[src/rtl/nic_pkg.sv]
package nic_pkg;
  localparam int LVL_W   = 3;
  localparam int NUM_LVL = 1 << LVL_W;

  typedef struct packed {
    logic             is_nmi;
    logic [LVL_W-1:0] lvl;
  } svc_ent_t;

  // a outranks b when its level number is strictly smaller
  function automatic logic lvl_outranks(input logic [LVL_W-1:0] a,
                                        input logic [LVL_W-1:0] b);
    return a < b;
  endfunction
endpackage

[src/rtl/nic_src_bank.sv]
module nic_src_bank
  import nic_pkg::*;
#(
  parameter int NUM_SRC = 16,
  parameter int IDX_W   = $clog2(NUM_SRC)
) (
  input  logic                     clk,
  input  logic                     rst_n,
  input  logic [NUM_SRC-1:0]       irq_req,
  input  logic [NUM_SRC-1:0]       grant_oh,
  input  logic                     cfg_we,
  input  logic [IDX_W-1:0]         cfg_idx,
  input  logic [LVL_W-1:0]         cfg_level,
  input  logic                     cfg_mask,
  output logic [NUM_SRC-1:0]       pend,
  output logic [NUM_SRC-1:0]       mask,
  output logic [NUM_SRC*LVL_W-1:0] lvl_flat
);
  logic [NUM_SRC-1:0] req_q;
  logic [NUM_SRC-1:0] req_rise;

  assign req_rise = irq_req & ~req_q;

  for (genvar i = 0; i < NUM_SRC; i++) begin : g_src
    logic [LVL_W-1:0] lvl_r;
    logic             sel;
    assign sel = cfg_we && (cfg_idx == IDX_W'(i));

    always_ff @(posedge clk or negedge rst_n) begin
      if (!rst_n) begin
        lvl_r   <= '1;
        mask[i] <= 1'b1;
        pend[i] <= 1'b0;
        req_q[i] <= 1'b0;
      end else begin
        req_q[i] <= irq_req[i];
        pend[i]  <= (pend[i] & ~grant_oh[i]) | req_rise[i];
        if (sel) begin
          lvl_r   <= cfg_level;
          mask[i] <= cfg_mask;
        end
      end
    end

    assign lvl_flat[i*LVL_W +: LVL_W] = lvl_r;
  end
endmodule

[src/rtl/nic_arbiter.sv]
module nic_arbiter
  import nic_pkg::*;
#(
  parameter int NUM_SRC = 16,
  parameter int IDX_W   = $clog2(NUM_SRC)
) (
  input  logic [NUM_SRC-1:0]       pend,
  input  logic [NUM_SRC-1:0]       mask,
  input  logic [NUM_SRC*LVL_W-1:0] lvl_flat,
  output logic                     win_valid,
  output logic [IDX_W-1:0]         win_idx,
  output logic [LVL_W-1:0]         win_lvl
);
  logic [NUM_SRC-1:0] elig;
  logic [NUM_SRC-1:0] hit [NUM_LVL];

  function automatic logic [IDX_W-1:0] lowest_set(input logic [NUM_SRC-1:0] v);
    logic [IDX_W-1:0] r;
    r = '0;
    for (int i = NUM_SRC - 1; i >= 0; i--) begin
      if (v[i]) r = IDX_W'(i);
    end
    return r;
  endfunction

  assign elig = pend & ~mask;

  for (genvar l = 0; l < NUM_LVL; l++) begin : g_lvl
    for (genvar i = 0; i < NUM_SRC; i++) begin : g_hit
      assign hit[l][i] = elig[i] && (lvl_flat[i*LVL_W +: LVL_W] == LVL_W'(l));
    end
  end

  always_comb begin
    win_valid = 1'b0;
    win_idx   = '0;
    win_lvl   = '1;
    for (int l = NUM_LVL - 1; l >= 0; l--) begin
      if (|hit[l]) begin
        win_valid = 1'b1;
        win_lvl   = LVL_W'(l);
        win_idx   = lowest_set(hit[l]);
      end
    end
  end
endmodule

[src/rtl/nic_svc_stack.sv]
module nic_svc_stack
  import nic_pkg::*;
#(
  parameter int DEPTH = NUM_LVL + 1,
  parameter int SP_W  = $clog2(DEPTH + 1)
) (
  input  logic            clk,
  input  logic            rst_n,
  input  logic            pop_req,
  input  logic            push,
  input  svc_ent_t        push_ent,
  output logic [SP_W-1:0] sp,
  output svc_ent_t        top_ent,
  output logic            post_valid,
  output svc_ent_t        post_ent
);
  svc_ent_t        mem [DEPTH];
  logic            pop_ok;
  logic [SP_W-1:0] sp_post;

  always_comb begin
    pop_ok     = pop_req && (sp != '0);
    sp_post    = sp - SP_W'(pop_ok);
    post_valid = (sp_post != '0);
    post_ent   = post_valid ? mem[sp_post - SP_W'(1)] : '0;
    top_ent    = (sp != '0) ? mem[sp - SP_W'(1)] : '0;
  end

  always_ff @(posedge clk or negedge rst_n) begin
    if (!rst_n) sp <= '0;
    else if (push && sp_post < SP_W'(DEPTH)) sp <= sp_post + SP_W'(1);
    else sp <= sp_post;
  end

  always_ff @(posedge clk) begin
    if (push && sp_post < SP_W'(DEPTH)) mem[sp_post] <= push_ent;
  end
endmodule

[src/rtl/nest_irq_ctrl.sv]
module nest_irq_ctrl
  import nic_pkg::*;
#(
  parameter int NUM_SRC = 16,
  parameter int IDX_W   = $clog2(NUM_SRC),
  parameter int DEPTH   = NUM_LVL + 1,
  parameter int SP_W    = $clog2(DEPTH + 1)
) (
  input  logic               clk,
  input  logic               rst_n,
  input  logic [NUM_SRC-1:0] irq_req,
  input  logic               nmi_req,
  input  logic               eoi,
  input  logic               cfg_we,
  input  logic [IDX_W-1:0]   cfg_idx,
  input  logic [LVL_W-1:0]   cfg_level,
  input  logic               cfg_mask,
  output logic               ack_valid,
  output logic [NUM_SRC-1:0] ack_onehot,
  output logic [IDX_W-1:0]   ack_idx,
  output logic               nmi_ack,
  output logic               svc_active,
  output logic               nmi_busy,
  output logic [LVL_W-1:0]   svc_level
);
  logic [NUM_SRC-1:0]       pend, mask, grant_oh;
  logic [NUM_SRC*LVL_W-1:0] lvl_flat;
  logic                     win_valid;
  logic [IDX_W-1:0]         win_idx;
  logic [LVL_W-1:0]         win_lvl;
  logic [SP_W-1:0]          sp;
  svc_ent_t                 top_ent, post_ent, push_ent;
  logic                     post_valid, push;
  logic                     nmi_q, nmi_pend;
  // named internal events
  logic                     nmi_on_top_post;
  logic                     nmi_take;
  logic                     mask_take;

  nic_src_bank #(.NUM_SRC(NUM_SRC), .IDX_W(IDX_W)) u_bank (
    .clk(clk), .rst_n(rst_n), .irq_req(irq_req), .grant_oh(grant_oh),
    .cfg_we(cfg_we), .cfg_idx(cfg_idx), .cfg_level(cfg_level), .cfg_mask(cfg_mask),
    .pend(pend), .mask(mask), .lvl_flat(lvl_flat)
  );

  nic_arbiter #(.NUM_SRC(NUM_SRC), .IDX_W(IDX_W)) u_arb (
    .pend(pend), .mask(mask), .lvl_flat(lvl_flat),
    .win_valid(win_valid), .win_idx(win_idx), .win_lvl(win_lvl)
  );

  nic_svc_stack #(.DEPTH(DEPTH), .SP_W(SP_W)) u_stack (
    .clk(clk), .rst_n(rst_n), .pop_req(eoi), .push(push), .push_ent(push_ent),
    .sp(sp), .top_ent(top_ent), .post_valid(post_valid), .post_ent(post_ent)
  );

  always_comb begin
    nmi_on_top_post = post_valid && post_ent.is_nmi;
    nmi_take        = nmi_pend && !nmi_on_top_post;
    mask_take       = win_valid && !nmi_on_top_post && !nmi_take &&
                      (!post_valid || lvl_outranks(win_lvl, post_ent.lvl));
    grant_oh        = mask_take ? (NUM_SRC'(1) << win_idx) : '0;
    push            = nmi_take || mask_take;
    push_ent.is_nmi = nmi_take;
    push_ent.lvl    = nmi_take ? '0 : win_lvl;
  end

  always_ff @(posedge clk or negedge rst_n) begin
    if (!rst_n) begin
      nmi_q      <= 1'b0;
      nmi_pend   <= 1'b0;
      ack_valid  <= 1'b0;
      ack_onehot <= '0;
      ack_idx    <= '0;
      nmi_ack    <= 1'b0;
    end else begin
      nmi_q      <= nmi_req;
      nmi_pend   <= (nmi_pend && !nmi_take) || (nmi_req && !nmi_q);
      ack_valid  <= mask_take;
      ack_onehot <= grant_oh;
      ack_idx    <= mask_take ? win_idx : '0;
      nmi_ack    <= nmi_take;
    end
  end

  assign svc_active = (sp != '0);
  assign nmi_busy   = svc_active && top_ent.is_nmi;
  assign svc_level  = svc_active ? top_ent.lvl : '1;
endmodule

[config.mk]
export PLATFORM = sky130hd
export DESIGN_NAME = nest_irq_ctrl
export DESIGN_NICKNAME = d
export VERILOG_FILES = /design/src/rtl/nic_pkg.sv /design/src/rtl/nic_src_bank.sv /design/src/rtl/nic_arbiter.sv /design/src/rtl/nic_svc_stack.sv /design/src/rtl/nest_irq_ctrl.sv
export SDC_FILE = /design/constraint.sdc
export NUM_CORES = 1
export LEC_CHECK = 0
export ABC_AREA = 1
export CORE_UTILIZATION = 40
export CTS_CLUSTER_DIAMETER = 150
export DETAILED_ROUTE_END_ITERATION = 6
export DONT_BUFFER_PORTS = 1
export PLACE_DENSITY = 0.64
export RECOVER_POWER = 50
export SYNTH_ARGS = -nofsm -noshare
export SYNTH_HDL_FRONTEND = slang
export SYNTH_SLANG_ARGS = --single-unit
[constraint.sdc]
create_clock -name clk -period 8.75 [get_ports clk]
set_input_delay 1.3125 -clock clk [delete_from_list [all_inputs] [get_ports clk]]
set_output_delay 1.3125 -clock clk [all_outputs]
set_load 0.01 [all_outputs]
# ---- After elaboration in Yosys (flattened, before gate mapping)
# Memory sizes are Yosys's and may differ from the RTL's.
# Cells that the tools add are included.
dict set report classes {
  n_addsub 4
  n_mul 0
  div 0
  order_cmp 2
  eq_ne 127
  shift 1
  mux 160
  n_bitwise 52
  reduce_logical 188
}
# cell n
set op_table {}
lappend op_table {{$mux W4} 140}
lappend op_table {{$eq A3 B3 Y1 const B} 64}
lappend op_table {{$logic_and A1 B1 Y1} 154}
lappend op_table {{$reduce_or A16 Y1} 8}
lappend op_table {{$eq A3 B2 Y1 const B} 32}
lappend op_table {{$eq A3 B1 Y1 const B} 16}
lappend op_table {{$logic_not A3 Y1} 16}
lappend op_table {{$and A16 B16 Y16} 2}
lappend op_table {{$eq A4 B4 Y1 const B} 8}
lappend op_table {{$not A16 Y16} 2}
lappend op_table {{$mux W3} 6}
lappend op_table {{$and A1 B1 Y1} 16}
lappend op_table {{$eq A4 B3 Y1 const B} 4}
lappend op_table {{$mux W16} 1}
lappend op_table {{$not A1 Y1} 16}
lappend op_table {{$or A1 B1 Y1} 16}
lappend op_table {{$shl A1 B4 Y16 const A} 1}
lappend op_table {{$mux W1} 11}
lappend op_table {{$eq A4 B2 Y1 const B} 2}
lappend op_table {{$reduce_bool A4 Y1} 2}
lappend op_table {{$sub A4 B1 Y4 const B} 2}
lappend op_table {{$add A4 B1 Y4 const B} 1}
lappend op_table {{$eq A4 B1 Y1 const B} 1}
lappend op_table {{$logic_not A1 Y1} 4}
lappend op_table {{other kinds (6)} 9}
dict set report totals {
  ff_bits 124
  latchBits 0
  mem_bits_rw 36
  rom_bits 0
  output_inout_bits 27
  elab_cells 606
  n_memories 1
}
# memory words width rd rd_clocked_by_memory_dff write_ports line_no
set memory_table {}
lappend memory_table {u_stack.mem 9 4 2 0 1 nic_svc_stack.sv:17} ;# svc_ent_t mem [DEPTH];

# ---- Depth between registers and ports, before layout
dict set report depth {
  depth_word 32
  ltp_mapped 29
}

# ---- Cells and area by module
# Synthesis repeated with hierarchy kept, for this count alone.
dict set report hier_totals {
  cells_unflattened 1500
  hier_area_um2 10181.0
}
# mod instances cells_each area_each_um2 seq_area_each_um2
set by_module_without_submodules {}
lappend by_module_without_submodules {nic_src_bank 1 394 3772.4 2482.4}
lappend by_module_without_submodules {nic_arbiter 1 726 2995.4 0.0}
lappend by_module_without_submodules {nic_svc_stack 1 272 2351.0 1181.1}
lappend by_module_without_submodules {nest_irq_ctrl 1 108 1062.3 600.6}

# ---- Worst setup path after synthesis
# No wires, ideal clock.
dict set report synth_timing {
  kind {input to register}
  from {in eoi}
  to {mem u_stack.mem[8][0] (netlist bit) (enable)}
  arrival_ns 4.471
  required_ns 8.393
  slack_ns 3.922
  path_stages 21
  cell_sequence {a21boi_0 ha_1 ha_1 inv_1 ha_1 buf_2 inv_1 a21oi_1 o21ai_0 o21ai_0 o211ai_1 o211ai_1 ha_1 a21oi_1 o21ai_2 nand2_2 nand2_4 o21ai_4 nand2_4 buf_8 nor4_2}
}
dict set report synth_between {
  elab_chain_len 15
  word_cells_on_any_way 21
}
# item line_no
set synth_rtl {}
lappend synth_rtl {{start, declared} nest_irq_ctrl.sv:13} ;# input logic eoi,
lappend synth_rtl {{$logic_and A1 B1 Y1 (*)} nic_svc_stack.sv:22} ;# pop_ok = pop_req && (sp != '0);
lappend synth_rtl {{$sub A4 B1 Y4 (*)} nic_svc_stack.sv:23} ;# sp_post = sp - SP_W'(pop_ok);
lappend synth_rtl {{parallel branches: the longest is 13 deep, another holds $sub A4 B1 Y4} n/a}
lappend synth_rtl {{end, declared} nic_svc_stack.sv:17}
# Every way passes the cells marked *.

# ---- Worst setup path in the final report
dict set report layout_timing {
  from {reg u_stack.sp[0]}
  to {mem u_stack.mem[8][3] (netlist bit) (enable)}
}
dict set report layout_between {
  elab_chain_len 16
  word_cells_on_any_way 22
}
# item line_no
set layout_rtl {}
lappend layout_rtl {{start, declared} nic_svc_stack.sv:12} ;# output logic [SP_W-1:0] sp,
lappend layout_rtl {{start signal, assigned} nic_svc_stack.sv:31} ;# else if (push && sp_post < SP_W'(DEPTH)) sp <= sp_post + SP_W'(1);
lappend layout_rtl {{start signal, assigned} nic_svc_stack.sv:32} ;# else sp <= sp_post;
lappend layout_rtl {{$reduce_bool A4 Y1} nic_svc_stack.sv:22}
lappend layout_rtl {{$logic_and A1 B1 Y1} nic_svc_stack.sv:22}
lappend layout_rtl {{$sub A4 B1 Y4 (*)} nic_svc_stack.sv:23}
lappend layout_rtl {{parallel branches: the longest is 13 deep, another holds $sub A4 B1 Y4} n/a}
# Marked as above.

==> out/results.tsv <==
metric	value	unit
status	finished, final reports clean	
synth_edf_count	36	
worstMarginPinSlew	1.16	ns
criticalPathCategory	flip-flop to flip-flop	
netlist_instances	1350	
ant_nets	0	
grt_use_total	22.8	%
seq_area	4260	um2
overflow	0	
multi_input_area	4530	um2
clock_path_buffers	2	
maxCapViolCount	0	
final_nets	1395	
n_antenna_cell	0	
core	23500	um2
via_count	8418	
grt_max_degree	125	
yosys_most_used_dff	dfstp_2	
antenna_found_initial	0	
synth_warnings	0	
grt_pass1_wl	42.2	mm
power.density	331	nW/um2
first_global_vias	8197	
cts_inserted_buffers	17	
syn_area	9580	um2
routabilityCongestion	0.973	
rows	56	
ir_drop	0.187	mV
wl_per_cell	15.6	um
fill_cells	2399	
final_area	10500	um2
start_util	40.8	%
setup_violations	0	
die_area	24600	um2
cp_max_fo	23	
boundaryPins	56	
layout_min_cycle_time	5.33	ns
synth-seq-cells	160	
finClkSkew	0.0157	ns
pre_cts_slack	3.46	ns
cts_num_sinks	160	
yosysSeqAreaShare	44.5	%
tns	0	ns
syn_nets	1389	
dp.final_hpwl	20.3	mm
syn_avg_cell_area	7.10	um2
syn_to_final_growth	9.68	%
hp-class	flip-flop to flip-flop	
rsz0062_at_grt	no	
cts_hold_buf	0	
dr.pass1.iters	5	
drtIter0Drc	541	
port_buffers	0	
ctsResizeCount	0	
hold_violations	0	
fin_ws	3.42	ns
cts_tree	built	
layout-drive-gt1-share	11.8	%
p_leak	5.17	nW
hold-worst-slack	0.434	ns
synthArstFlopShare	77.5	%
required	8.83	ns
synth.area.top_cells	nand2_1, dfstp_2, dfrtp_1	
post-cts-setup-buffers	0	
dieWidth	157	um
cts-root-buf	clkbuf_16	
wirelength	26.4	mm
fmax	188	MHz
vias_per_cell	4.99	
synth_top_area_share	18.1	%
htreeDepth	4	
cp-start-kind	flip-flop	
synth_top_cell_by_area	nand2_1	
end_kind	flip-flop	
clk_pin_slew	0.08	ns
placedInstanceArea	9920	um2
insertion_delay	0.44	ns
max_slew_margin	21.9	%
min_period_over_period	60.9	%
dieHeight	157	um
synth_cell_types	49	
route.detailed.drc	0	
arrival	5.41	ns
report.final.slew_viol_count	0	
-- report_power, final --
group | total (mW) | switching, mW | internal [mW]
clock | 0.752 | 0.367 | 0.385
combinational | 1.67 | 1.14 | 0.522
sequential | 1.06 | 0.124 | 0.938
total | 3.48 | 1.64 | 1.85
-- path summary, 6_finish.rpt --
check | startpoint | end | slack (ns) | cells after the start
hold / removal | nmi_q | nmi_pend | 0.43 | 1
hold reg to reg | nmi_q | nmi_pend | 0.43 | 1
setup reg to reg | u_stack.sp[0] | u_stack.mem[8][3] | 3.42 | 21
setup / recovery | u_stack.sp[0] | u_stack.mem[8][3] | 3.42 | 21
max in group asynchronous | rst_n | u_bank.mask[1] | 7.92 | 0
min in group asynchronous | rst_n | ack_idx[3] | 0.56 | 0
-- cell type report --
cell class	count	area share [%]
clock buffer	17	4.05
clock inverter	15	1.57
inverter	192	6.88
multi-input combinational	985	43.1
sequential	160	40.6
tap	319	3.80
-- state kept, by name (all words and copies together), names as in the netlist --
register,cells
ack_idx,4
ack_onehot,16
ack_valid,1
nmi_ack,1
nmi_pend,1
nmi_q,1
u_bank.g_src.lvl_r,48
u_bank.mask,16
u_bank.pend,16
u_bank.req_q,16
u_stack.mem,36
u_stack.sp,4
-- Yosys cell counts (2+ instances only) --
cell      count
nand4_1      19
nand2_4       5
a31oi_1       5
nor3_1       16
nor2_4        2
nand2_2       6
nor2_1      196
a21oi_1      35
nor2_2       12
nand3_1      42
ha_1         10
o31ai_1       2
dfrtp_1      60
inv_2        18
inv_1       172
edfxtp_1     36
nand3_2       4
o22ai_1       4
o21ai_0      97
clkbuf_1     10
a21boi_0      3
buf_2         2
o21ai_1      11
o221ai_1      3
o211ai_1      8
nor3_2        7
o21bai_1     14
or2_4         2
nand3b_1      2
dfstp_2      64
o21ai_2       3
nand2_1     462
xor2_1        2
-- critical path: stages, from the launching register on --
cell      delay (ns)
dfrtp_1         0.71
inv_1           0.35
ha_1            0.34
a21boi_0        0.20
ha_1            0.22
ha_1            0.31
inv_1           0.18
ha_1            0.36
inv_1           0.22
a21oi_1         0.05
o21ai_0         0.10
o21ai_0         0.11
o211ai_1        0.22
o211ai_1        0.13
ha_1            0.33
a21oi_1         0.17
o21ai_2         0.08
nand2_2         0.07
nand2_4         0.13
o21ai_4         0.11
nand2_4         0.18
nor4_2          0.40
-- per-stage QoR --
step	std cells	total power [mW]	util, %
2_1_floorplan	1350	2.35	-
3_3_place_gp	1656	2.72	42.3
3_5_place_dp	1656	2.72	42.3
4_1_cts	1688	3.49	44.8
5_1_grt	1688	3.77	44.8
6_report	1688	3.48	44.8
-- metal layers --
metal	vias up	wire length [um]	GRT usage, %
met1	3886	12100	30.5
met3	25	1370	4.29
met5	-	0	0
met2	212	12500	37.4
met4	0	402	7.00
li1	4295	-	-
-- logic make-up after synthesis --
family	synth area share [%]
and+or+nand+nor	33.9
adders and majority gates	1.31
buffers and inverters	8.20
DFF	44.5
AOI/OAI and AO/OA	11.7
xor gates and xnor gates	0.444
-- layout by cell type, fill, tap and decap left out, drive strengths merged, types with 8 or more instances in the layout --
cell,n
nand3,46
nor2,210
o21ai,112
a21oi,36
o211ai,8
ha,10
nand2,473
dfrtp,60
clkbuf,17
edfxtp,36
dfstp,64
inv,200
nand4,19
o21bai,14
nor3,23
(Power assumes the default switching activity.)
